$ cat src/rtl/rot_col_reader.sv
module rot_col_reader #(
  parameter int DIM = 500,
  parameter int ADDR_W = 32,
  parameter logic [ADDR_W-1:0] BASE = '0,
  parameter int MAX_OUT = 4,
  parameter int LEN_W = 8
) (
  input  logic              clk,
  input  logic              rst_n,
  input  logic              mem_en,
  input  logic              frame_done,
  output logic [ADDR_W-1:0] rd_addr,
  output logic [LEN_W-1:0]  rd_len,
  output logic              rd_avalid,
  input  logic              rd_aready,
  input  logic [31:0]       rd_data,
  input  logic              rd_dvalid,
  output logic              rd_dready,
  output logic [7:0]        pix_r,
  output logic [7:0]        pix_g,
  output logic [7:0]        pix_b,
  output logic              pix_valid,
  output logic              pix_sol,
  output logic              pix_sof,
  input  logic              pix_ready
);
  localparam int IDX_W = (DIM > 1) ? $clog2(DIM) : 1;
  localparam int CW = $clog2(MAX_OUT + 1) + 1;
  localparam logic [IDX_W-1:0] LAST = IDX_W'(DIM - 1);
  localparam logic [CW-1:0] LIMIT = CW'(MAX_OUT);

  logic pend, busy, req_done;
  logic [IDX_W-1:0] qi, qj, ri, rj;
  logic [CW-1:0] cnt, cnt_nx;
  logic [31:0] off;

  wire start  = !busy && pend;
  wire a_hs   = rd_avalid && rd_aready;
  wire d_hs   = rd_dvalid && rd_dready;
  wire q_last = (qi == LAST) && (qj == LAST);
  wire r_last = (ri == LAST) && (rj == LAST);
  wire more   = a_hs ? !q_last : !req_done;
  wire go     = busy && mem_en && more && (cnt_nx < LIMIT);
  wire unused_top = ^rd_data[31:24];

  assign cnt_nx    = cnt + CW'(a_hs) - CW'(d_hs);
  assign off       = ((32'(DIM - 1) - 32'(qj)) * 32'(DIM) + 32'(qi)) << 2;
  assign rd_addr   = BASE + ADDR_W'(off);
  assign rd_len    = LEN_W'(1);
  assign rd_dready = busy && (!pix_valid || pix_ready);

  always_ff @(posedge clk) begin
    if (!rst_n) begin
      pend      <= 1'b0;
      busy      <= 1'b0;
      req_done  <= 1'b0;
      qi        <= '0;
      qj        <= '0;
      ri        <= '0;
      rj        <= '0;
      cnt       <= '0;
      rd_avalid <= 1'b0;
    end else begin
      pend <= frame_done || (pend && !start);
      cnt  <= cnt_nx;
      if (start) begin
        busy     <= 1'b1;
        req_done <= 1'b0;
        qi       <= '0;
        qj       <= '0;
        ri       <= '0;
        rj       <= '0;
      end else begin
        if (a_hs) begin
          if (q_last) req_done <= 1'b1;
          if (qj == LAST) begin
            qj <= '0;
            qi <= qi + 1'b1;
          end else begin
            qj <= qj + 1'b1;
          end
        end
        if (d_hs) begin
          if (r_last) busy <= 1'b0;
          if (rj == LAST) begin
            rj <= '0;
            ri <= ri + 1'b1;
          end else begin
            rj <= rj + 1'b1;
          end
        end
      end
      if (!rd_avalid || a_hs) rd_avalid <= go;
    end
  end

  always_ff @(posedge clk) begin
    if (!rst_n) begin
      pix_valid <= 1'b0;
      pix_sol   <= 1'b0;
      pix_sof   <= 1'b0;
      pix_r     <= '0;
      pix_g     <= '0;
      pix_b     <= '0;
    end else if (d_hs) begin
      pix_valid <= 1'b1;
      pix_r     <= rd_data[23:16];
      pix_g     <= rd_data[15:8];
      pix_b     <= rd_data[7:0];
      pix_sol   <= (rj == '0);
      pix_sof   <= (ri == '0) && (rj == '0);
    end else if (pix_ready) begin
      pix_valid <= 1'b0;
    end
  end

  a_r4_hold_addr: assert property (@(posedge clk) disable iff (!rst_n)
    rd_avalid && !rd_aready |=> rd_avalid && $stable(rd_addr));

  a_r3_enable_gate: assert property (@(posedge clk) disable iff (!rst_n)
    $rose(rd_avalid) |-> $past(mem_en));

  a_r7_in_flight: assert property (@(posedge clk) disable iff (!rst_n)
    cnt <= LIMIT);

  a_r11_stall_hold: assert property (@(posedge clk) disable iff (!rst_n)
    pix_valid && !pix_ready |=> pix_valid && $stable({pix_r, pix_g, pix_b, pix_sol, pix_sof}));

  a_r2_idle_quiet: assert property (@(posedge clk) disable iff (!rst_n)
    !busy |-> !rd_avalid);
endmodule

$ cat config.mk
export PLATFORM = sky130hd
export DESIGN_NAME = rot_col_reader
export DESIGN_NICKNAME = d
export VERILOG_FILES = /design/src/rtl/rot_col_reader.sv
export SDC_FILE = /design/constraint.sdc
export NUM_CORES = 1
export LEC_CHECK = 0
export BUFFER_PORTS_ARGS = -buffer_cell sky130_fd_sc_hd__clkbuf_2
export CAP_MARGIN = 20
export CORE_UTILIZATION = 57
export CTS_CLUSTER_DIAMETER = 40
export DETAILED_ROUTE_END_ITERATION = 12
export GPL_TIMING_DRIVEN = 0
export PLACE_DENSITY = 0.82
export SLEW_MARGIN = 10
export SYNTH_ARGS = -nofsm -noshare
export SYNTH_HDL_FRONTEND = slang
export SYNTH_SLANG_ARGS = --single-unit
export TNS_END_PERCENT = 10
$ cat constraint.sdc
create_clock -name clk -period 6.23 [get_ports clk]
set_input_delay 0.3115 -clock clk [delete_from_list [all_inputs] [get_ports clk]]
set_output_delay 0.3115 -clock clk [all_outputs]
set_load 0.01 [all_outputs]
# --- After elaboration in Yosys (flattened, before gate mapping) ---
# Cells that the tools add are included.
# Widths: inputs -> output; s select.
totals:
  ff_bits: 71
  input_bits: 39
  out_inout_bits: 69
  wordCells: 68
classes:
  n_addsub: 8
  mul: 1
  magnitude_cmp: 1
  n_eq_ne: 4
  muxes: 8
  bitwise_logic: 1
  reduce_logical: 30
op_table:
  columns: ["op", "n"]
  rows:
  - ["$add 9x1->9 const B", 4]
  - ["$eq 9x9->1 const B", 4]
  - ["$mul 32x7->28 const B", 1]
  - ["$add 30x9->30", 1]
  - ["$logic_not 9->1", 2]
  - ["$mux 9", 2]
  - ["$logic_and 1x1->1", 11]
  - ["$sub 9x9->10 const A", 1]
  - ["$reduce_and 2->1", 4]
  - ["$logic_not 1->1", 6]
  - ["$mux 1", 6]
  - ["$reduce_bool 2->1", 3]
  - ["$add 4x1->4", 1]
  - ["$lt 4x3->1 const B", 1]
  - ["$sub 4x1->4", 1]
  - ["$logic_or 1x1->1", 3]
  - ["$reduce_or 2->1", 1]
  - ["$not 1->1", 1]

# --- Logic depth before layout (Yosys ltp) ---
# Gate-level depths: netlist of run 1.
depth:
  depth_word: 7
  depth_mapped: 22
  depth_no_buf: 22

# --- Least setup slack after synthesis of run 1 ---
# Ideal clock, no wire load.
synth_timing:
  kind: "register to output"
  startpoint: "reg qj[2]"
  endpoint: "out rd_addr[23]"
  arrival_time_ns: 5.472
  required_time_ns: 5.918
  setup_slack_ns: 0.447
  path_stages_with_launch: 22
  n_path_buf: 0
  path_cell_list: "dfxtp_1 -> inv_1 -> ha_1 -> nor2_1 -> xnor2_1 -> xnor2_1 -> inv_1 -> ha_1 -> inv_1 -> fa_1 -> inv_1 -> fa_1 -> fa_1 -> ha_1 -> and3_1 -> and3_1 -> a221o_1 -> a21oi_1 -> xnor2_1 -> nand3_1 -> a2111oi_4 -> xnor2_1"
synth_between:
  elab_chain_cells: 3
synth_lines:
  columns: ["element", "line_no", "rtl"]
  rows:
  - ["start, declared", "33", "logic [IDX_W-1:0] qi, qj, ri, rj;"]
  - ["start signal, assigned", "80", "qj <= qj + 1'b1;"]
  - ["$sub 9x9->10", "47", "assign off = ((32'(DIM - 1) - 32'(qj)) * 32'(DIM) + 32'(qi)) << 2;"]
  - ["$mul 32x7->28", "47", null]
  - ["$add 30x9->30", "47", null]
  - ["end, declared", "12", "output logic [ADDR_W-1:0] rd_addr,"]
# Every way passes these cells.

# --- Worst setup path in the final report of run 1 ---
layout_timing:
  startpoint: "reg qj[4]"
  endpoint: "out rd_addr[29]"
# Same word-level chain as after synthesis.

==> impl_metrics.csv, run 1 <==
group,metric,value,unit
die,design.core.area,9774,um^2
power,p_per_area,150.0,nW/um^2
setup_path,worstPathCellList,"clkbuf_4, o21ai_0, xor2_2, xnor2_2, buf_4, xnor2_1, fa_1, fa_1, fa_1, ha_2, a21oi_1, o21ai_1, or3_1, o21ai_1, xnor2_2, nand3_2, a2111oi_4, a21oi_1, clkbuf_2",
placed_design,gp_congestion,0.8737,
sta,worstMarginPinSlew,0.5866,ns
setup_path,critPathLaunch,"qj[4]$_SDFFE_PP0P_",
setup_path,required,5.92,ns
synthesis,ys.flop_type,"dfxtp_1",
layout,layout.nets,917,
route,wl_per_cell,13.27,um
setup_path,slowest_delay,0.52,ns
synthesis,yosysSeqAreaShare,24.78,%
global_route,overflow,0,
layout,design_area,6904,um^2
placed_design,io_buffers,89,
clocking,cts_buffers,9,
sta,finalHoldViolCount,0,
clocking,cts_tree,"built",
clocking,clock-sinks,71,
sta,worst_slack,0.1921,ns
die,rows,36,
setup_path,r2r_end,"rd_avalid$_SDFFE_PN0P_",
route,detail_route.vias_per_cell,5.221,
setup_path,r2r_cells,15,
route,drtIter0Drc,160,
power,power.leakage,2.999,nW
global_route,grt_start_max_net_pins,18,
synthesis,netlist_area,5737,um^2
setup_path,reg2reg_slack,2.86,ns
global_route,antenna_found_initial,0,
power,power.total,1.036,mW
setup_path,r2r-start,"busy$_SDFFE_PN0P_",
placed_design,pre_cts_ws,-0.2759,ns
setup_path,critPathCapture,"rd_addr[29]",
synthesis,syn_avg_cell_area,8.601,um^2
setup_path,crit_arrival,5.73,ns
synthesis,yosysWarningCount,0,
clocking,clkSlewWorstSetupHoldPaths,0.07,ns
setup_path,startpoint_type,"register",
sta,fmax,165.6,MHz
setup_path,cp_slowest_cell,"fa_1",
setup_path,crit_type,"register to primary output",
placed_design,placed_cell_area,6379,um^2
route,antenna_left,0,
sta,slew_viol_final,0,
layout,syn_to_final_growth,20.35,%
power,peakVddDrop,0.0001504,V
layout,instances_no_fill,929,
synthesis,synth_edf_count,0,
setup_path,worstSetupEndpointType,"primary output",
synthesis,synthCells,667,
global_route,grt_pass1_vias,4833,
die,fp.dieH,102.3,um
placed_design,dp_cells,897,
clocking,insertion_delay,0.35,ns
sta,setup_viol,0,
placed_design,post-dp-hpwl,9.507,mm
layout,fin_util,70.63,%
layout,final_cell_mix,"clkbuf_2 (88), nand2_1 (83), dfxtp_1 (69), inv_1 (59), nor2_1 (55)",
layout,diodes,0,
setup_path,cpMostUsedCell,"fa_1",
sta,fin_crit_sh,96.92,%
clocking,htreeDepth,3,
setup_path,worst-path-max-fanout,8,
sta,period_minus_slack,6.038,ns
synthesis,yosys_register_bits,71,
die,num_io_pins,108,
global_route,grt.total_usage,24.07,%
layout,final_common_cell,"clkbuf_2",
route,drc,0,
global_route,grt_pass1_wl,20.31,mm
route,totalWireLength,12.33,mm
clocking,clockRootBuffer,"clkbuf_8",
sta,clock_skew,0.007218,ns
layout,drive_gt1_share,22.61,%
synthesis,synth_cell_types,66,
sta,whs,0.1905,ns
sta,relSlewSlack,59.88,%
die,die_w,102.3,um
job,cap_violations,0,
die,design.die.area,10470,um^2
clocking,clockBufferDepth,2,
die,start_util,58.69,%
sta,setup_tns,0,ns
route,route.vias.total,4850,
route,drt-pass1-iter-count,4,
worst_hold_path,hp-class,"input pin to register",
outcome,outcome,"finished clean",
synthesis,synthArstFlopShare,0,%
-- cell type report --
type                    instances  area, um^2
flip-flops and latches         71        1429
multi-input cells             514        4134
fillers                       734        2870
well taps                     133       166.4
plain buffers                  28       158.9
repair buffers                106       573.1
inverters                      62       232.7
clock buffers                   9       123.9
clock inverters                 6       86.33
-- routing by layer --
metal / track usage (%) / part of all wire (%) / routed length (um)
met5: 0 / 0 / 0
met4: 7.143 / 1.9 / 231
met3: 4.241 / 4.2 / 516
met2: 46.77 / 53 / 6484
met1: 26.40 / 41 / 5098
-- cells in the mapped netlist (all sizes together), types with 16 or more instances --
library cell   n  area share, %
nor2          59            3.9
buf           16            1.9
a21boi        25            3.3
nand2         84            5.5
fa            30             10
a21oi         28            2.5
xor2          27            4.3
o21ai         24            2.3
ha            56             12
dfxtp         71             25
inv           61            4.0
xnor2         51            8.1
-- where the power goes --
group	internal (mW)	leakage (nW)	switching (mW)
clock	0.222	0.105	0.169
sequential	0.466	0.576	0.00955
combinational	0.0746	2.32	0.0936
total	0.763	3.00	0.273
-- flip-flops by register name, indices dropped and copies added (netlist names) --
name,flops
rd_avalid,1
cnt,4
pix_sol,1
qi,9
pix_r,8
pend,1
ri,9
busy,1
req_done,1
pix_b,8
pix_valid,1
rj,9
qj,9
pix_sof,1
pix_g,8
-- repair_timing --
action,in CTS,in global routing
resized for setup,19,21
hold buffers,0,0
endpoints found under the hold margin,0,0
setup endpoints to repair,15,15
buffers inserted,2,15
pin swaps,3,13
-- how the worst min path moves through the flow --
stage,startpoint,to,slack (ns),cells past startpoint
CTS,rd_data[5],pix_b[5]$_SDFFE_PN0P_,0.19,3
global placement,pix_r[7]$_SDFFE_PN0P_,pix_r[7]$_SDFFE_PN0P_,0.45,2
detailed placement,pix_g[7]$_SDFFE_PN0P_,pix_g[7]$_SDFFE_PN0P_,0.46,2
global route,rd_data[7],pix_b[7]$_SDFFE_PN0P_,0.19,3
floorplan,req_done$_SDFFE_PP0P_,req_done$_SDFFE_PP0P_,0.44,2
finish,rd_data[5],pix_b[5]$_SDFFE_PN0P_,0.19,3
-- worst max-delay path: cells and delay by family (launching register included) --
family                     cells  cell delay, ns
AOI/OAI and AO/OA              6            1.33
xor gates and xnor gates       4            0.87
adders and majority gates      4            1.82
buffers and inverters          3            0.54
DFF                            1            0.32
and+or+nand+nor                2            0.51
-- cells by family (layout without fill, tap and decap cells) --
group | after synthesis | after routing | synth area share (%)
buffers and inverters | 90 | 211 | 6.783
and+or+nand+nor | 226 | 226 | 19.13
adders and majority gates | 86 | 86 | 22.68
DFF | 71 | 71 | 24.78
xor gates and xnor gates | 78 | 78 | 12.37
other | 2 | 10 | 0.1309
muxes | 3 | 3 | 0.5235
AOI/OAI and AO/OA | 111 | 111 | 13.61
No activity file was read; power rests on OpenSTA's default activity.
==> run 2, diff against run 1 <==
==> constraint.sdc (replaced) <==
create_clock -name clk -period 6.23 [get_ports clk]
set_input_delay 0.9345 -clock clk [delete_from_list [all_inputs] [get_ports clk]]
set_output_delay 0.9345 -clock clk [all_outputs]
set_load 0.01 [all_outputs]
==> impl_metrics.csv, run 2 (same netlist as run 1, synthesis figures left out) <==
group,metric,value,unit
route,detail_route.vias_per_cell,5.407,
route,top_layer_used,"met4",
die,fp.dieH,102.3,um
die,die_w,102.3,um
setup_path,crit_type,"register to primary output",
route,dr_wl_met2,7.454,mm
clocking,cts_tree,"built",
setup_path,worst-path-max-fanout,6,
placed_design,placed_cell_area,6387,um^2
route,route.vias.total,5120,
placed_design,gp_congestion,0.8527,
die,num_io_pins,108,
sta,whs,0.4678,ns
sta,period_minus_slack,6.501,ns
power,p_int,0.7559,mW
layout,instances_no_fill,947,
route,wirelength_met1,5.748,mm
sta,worstMarginPinSlew,0.6025,ns
die,start_util,58.69,%
power,p_per_area,141.9,nW/um^2
setup_path,worstPathCellList,"inv_4, ha_4, nor2_4, xnor2_4, xnor2_2, buf_4, xnor2_2, fa_1, fa_1, fa_1, ha_4, a21oi_2, o21ai_2, or3_4, or2_2, a41oi_4, and3b_1, a31oi_2, a21o_1, clkbuf_2",
route,drc,0,
outcome,outcome,"complete, but fails checks",
route,wl_met3,644,um
layout,final_cell_mix,"clkbuf_2 (88), nand2_1 (83), dfxtp_1 (68), inv_1 (58), nor2_1 (54)",
global_route,grt_pass1_wl,22.63,mm
route,wl_per_cell,15.05,um
power,seq_power_share,45.9,%
setup_path,required,5.30,ns
layout,final_common_cell,"clkbuf_2",
setup_path,reg2reg_slack,2.84,ns
power,pwr-share-clk,35.9,%
placed_design,dp_cells,897,
outcome,violations,"setup timing",
layout,layout.nets,935,
clocking,cts_buffers,9,
placed_design,io_buffers,89,
die,rows,36,
clocking,clockBufferDepth,2,
setup_path,cp_slowest_cell,"fa_1",
sta,worst_slack,-0.2708,ns
clocking,clockRootBuffer,"clkbuf_8",
power,switching_share,27.03,%
sta,fmax,153.8,MHz
setup_path,slowest_delay,0.58,ns
power,power.leakage,3.109,nW
route,drtIter0Drc,165,
clocking,clock-sinks,71,
layout,fin_util,74.71,%
power,power.total,1.036,mW
sta,fin_crit_sh,104.3,%
sta,relSlewSlack,58.79,%
setup_path,worstSetupEndpointType,"primary output",
setup_path,r2r_cells,15,
sta,setup_viol,13,
route,drt-pass1-iter-count,5,
sta,setup_tns,-2.212,ns
global_route,grt_pass1_vias,5229,
die,design.core.area,9774,um^2
power,peakVddDrop,0.0001521,V
layout,diodes,0,
setup_path,critPathCapture,"rd_addr[26]",
clocking,holdBufCountCts,0,
worst_hold_path,hp-class,"register to register",
job,cap_violations,0,
layout,syn_to_final_growth,27.28,%
setup_path,startpoint_type,"register",
sta,clock_skew,0.004422,ns
global_route,grt.total_usage,27.19,%
clocking,clkSlewWorstSetupHoldPaths,0.07,ns
setup_path,r2r-start,"busy$_SDFFE_PN0P_",
route,antenna_left,0,
global_route,grt_start_max_net_pins,16,
placed_design,post-dp-hpwl,9.246,mm
setup_path,crit_arrival,5.57,ns
placed_design,pre_cts_ws,-0.6246,ns
clocking,htreeDepth,3,
setup_path,critPathLaunch,"qj[2]$_SDFFE_PP0P_",
die,design.die.area,10470,um^2
sta,finalHoldViolCount,0,
clocking,insertion_delay,0.35,ns
layout,drive_gt1_share,28.01,%
power,power_frac_comb,18.3,%
sta,rsz0062_at_grt,"yes",
sta,slew_viol_final,0,
power,switchingPower,0.2800,mW
global_route,antenna_found_initial,0,
layout,design_area,7302,um^2
setup_path,r2r_end,"rd_avalid$_SDFFE_PN0P_",
setup_path,cpMostUsedCell,"fa_1",
route,totalWireLength,14.25,mm
global_route,overflow,0,
==> run 2: layout make-up <==
| type | count | area, um^2 |
|---|---|---|
| multi-input cells | 514 | 4380 |
| fillers | 660 | 2472 |
| flip-flops and latches | 71 | 1430 |
| repair buffers | 124 | 724.4 |
| inverters | 62 | 237.7 |
| well taps | 133 | 166.4 |
| plain buffers | 28 | 165.2 |
| clock buffers | 12 | 155.1 |
| clock inverters | 3 | 42.54 |
==> run 2: layer usage <==
| layer | vias up | global-route usage (%) |
|---|---|---|
| met5 | - | 0 |
| met4 | 0 | 12.97 |
| met1 | 2413 | 29.88 |
| li1 | 2488 | - |
| met3 | 41 | 4.993 |
| met2 | 178 | 50.34 |
==> run 2: repair_timing <==
item / CTS / global route
setup endpoints to repair: 20 / 15
pin swaps: 37 / 14
resized for setup: 72 / 13
buffers inserted: 32 / 3
==> run 2: worst min-delay path by stage <==
stage,end,slack (ns),startpoint,depth (start not counted)
after global placement,pix_r[2]$_SDFFE_PN0P_,0.45,pix_r[2]$_SDFFE_PN0P_,2
after global routing,pix_g[1]$_SDFFE_PN0P_,0.49,pix_g[1]$_SDFFE_PN0P_,2
final,pix_r[1]$_SDFFE_PN0P_,0.47,pix_r[1]$_SDFFE_PN0P_,2
after floorplan,req_done$_SDFFE_PP0P_,0.44,req_done$_SDFFE_PP0P_,2
after detailed placement,pix_b[3]$_SDFFE_PN0P_,0.46,pix_b[3]$_SDFFE_PN0P_,2
after CTS,pix_b[3]$_SDFFE_PN0P_,0.47,pix_b[3]$_SDFFE_PN0P_,2
==> run 2: critical path, delay by kind of cell (launching register included) <==
family | cells | cell delay [ns]
flops | 1 | 0.38
xor+xnor | 3 | 0.46
fa+ha+maj | 5 | 2.05
compound gates | 5 | 0.91
simple gates | 4 | 1.08
buf+inv | 3 | 0.34
==> run 2: power groups by stage <==
| stage | clock, mW | sequential, mW | combinational [mW] |
|---|---|---|---|
| 2_1_floorplan | 0 | 0.488 | 0.116 |
| 3_3_place_gp | 0 | 0.486 | 0.161 |
| 3_5_place_dp | 0 | 0.487 | 0.168 |
| 4_1_cts | 0.378 | 0.475 | 0.184 |
| 5_1_grt | 0.395 | 0.477 | 0.209 |
| 6_report | 0.372 | 0.475 | 0.189 |
==> run 3, diff against run 2 <==
Settings changed: ABC_CLOCK_PERIOD_IN_PS from default to 6230, CORE_UTILIZATION 57 to 48, PLACE_DENSITY 0.82 to 0.71.
==> impl_metrics.csv, run 3 (same netlist as run 1, synthesis figures left out) <==
group,metric,value,unit
outcome,outcome,"complete, but fails checks",
setup_path,crit_arrival,5.49,ns
route,detail_route.vias_per_cell,5.179,
clocking,clock-sinks,71,
placed_design,pre_cts_ws,-0.6894,ns
global_route,grt_pass1_wl,22.04,mm
sta,rsz0062_at_grt,"yes",
die,rows,39,
sta,relSlewSlack,59.18,%
sta,worst_slack,-0.1949,ns
route,antenna_left,0,
sta,clock_skew,0.005833,ns
clocking,htreeDepth,3,
die,design.core.area,11520,um^2
layout,drive_gt1_share,27.83,%
route,route.vias.total,4946,
global_route,grt.total_usage,21.34,%
layout,final_cell_mix,"clkbuf_2 (84), nand2_1 (83), dfxtp_1 (69), inv_1 (55), nor2_1 (53)",
job,cap_violations,0,
sta,finalHoldViolCount,0,
die,fp.dieH,111.3,um
power,power.total,1.224,mW
clocking,clkSlewWorstSetupHoldPaths,0.06,ns
clocking,clockBufferDepth,2,
route,drc,7,
worst_hold_path,hp-class,"register to register",
setup_path,r2r_cells,15,
layout,fin_util,63.94,%
sta,fmax,155.6,MHz
clocking,clockRootBuffer,"clkbuf_16",
sta,whs,0.4627,ns
die,num_io_pins,108,
outcome,violations,"DRC, setup timing",
sta,worstMarginPinSlew,0.6083,ns
setup_path,required,5.30,ns
setup_path,crit_type,"register to primary output",
route,drt-pass1-iter-count,8,
die,die_w,111.3,um
placed_design,post-dp-hpwl,9.276,mm
route,wl_per_cell,13.48,um
layout,syn_to_final_growth,28.35,%
global_route,overflow,0,
sta,slew_viol_final,0,
global_route,antenna_found_initial,0,
setup_path,startpoint_type,"register",
placed_design,gp_congestion,0.8167,
power,power.leakage,3.161,nW
route,drtIter0Drc,169,
setup_path,worst-path-max-fanout,5,
die,start_util,49.82,%
clocking,cts_buffers,9,
power,peakVddDrop,0.0001798,V
placed_design,io_buffers,89,
die,design.die.area,12390,um^2
layout,regArea,1429,um^2
sta,fin_crit_sh,103.1,%
power,p_per_area,166.2,nW/um^2
worst_hold_path,holdPathStages,2,
clocking,cts_tree,"built",
sta,setup_tns,-1.180,ns
sta,setup_viol,11,
layout,multi_input_area,4327,um^2
global_route,grt_pass1_vias,5075,
clocking,insertion_delay,0.33,ns
setup_path,worstSetupEndpointType,"primary output",
layout,final_common_cell,"clkbuf_2",
sta,period_minus_slack,6.425,ns
layout,diodes,0,
route,totalWireLength,12.87,mm
global_route,grt_start_max_net_pins,16,
layout,layout.nets,932,
layout,fillerInstances,947,
run 3: cell types whose count changed in the layout (fill, tap and decap cells not counted), sizes merged:
| cell | delta |
|---|---|
| buf | +1 |
| bufinv | +1 |
| clkbuf | -6 |
| clkinv | +2 |
run 3: final cells by class:
type | count | share of cell area, %
multi-input cells | 514 | 58.76
flip-flops and latches | 71 | 19.41
repair buffers | 121 | 9.414
clock buffers | 10 | 3.246
inverters | 62 | 3.229
well taps | 143 | 2.430
plain buffers | 28 | 2.243
clock inverters | 6 | 1.274
run 3: power by group:
group	total [mW]	internal, mW	switching (mW)
Sequential	0.476	0.467	0.00924
Clock	0.565	0.363	0.201
Combinational	0.183	0.0843	0.0986
run 3: routing by layer:
metal	vias to the layer above	routed length [um]	track usage, %
met4	0	238	7.027
met3	27	553	4.101
li1	2481	-	-
met5	-	0	0
met2	112	6654	40.75
met1	2326	5424	23.52
run 3: final timing paths:
path,start,end,slack (ns)
worst max-delay path,qj[2]$_SDFFE_PP0P_,rd_addr[22],-0.19
worst min-delay path,pix_g[5]$_SDFFE_PN0P_,pix_g[5]$_SDFFE_PN0P_,0.46
worst max register to register,busy$_SDFFE_PN0P_,rd_avalid$_SDFFE_PN0P_,2.78
worst min register to register,pix_g[5]$_SDFFE_PN0P_,pix_g[5]$_SDFFE_PN0P_,0.46
run 3: worst max-delay path: stages (launching register included):
cell and delay (ns):
dfxtp_4 0.38, inv_4 0.05, ha_4 0.19, nor2_4 0.14
xnor2_2 0.15, xnor2_2 0.15, inv_1 0.08, ha_1 0.30
inv_2 0.04, fa_1 0.51, inv_2 0.04, fa_1 0.47
fa_1 0.57, ha_4 0.23, a21oi_2 0.17, o21ai_2 0.11
a31oi_1 0.23, xnor2_1 0.19, nor3b_4 0.31, and3_4 0.26
and4b_1 0.28, xnor2_1 0.14, clkbuf_2 0.15
run 3: repair_timing:
item	CTS	global route
setup endpoints to repair	20	15
hold buffers	0	0
gates resized for setup	70	18
gates cloned	0	0
pin swaps	35	20
setup buffers	28	4
run 3: metrics by stage:
stage | instance area [um^2] | std cells
after global placement | 6400 | 907
after CTS | 7287 | 951
after detailed placement | 6400 | 907
after floorplan | 5776 | 675
final | 7363 | 955
after global routing | 7363 | 955
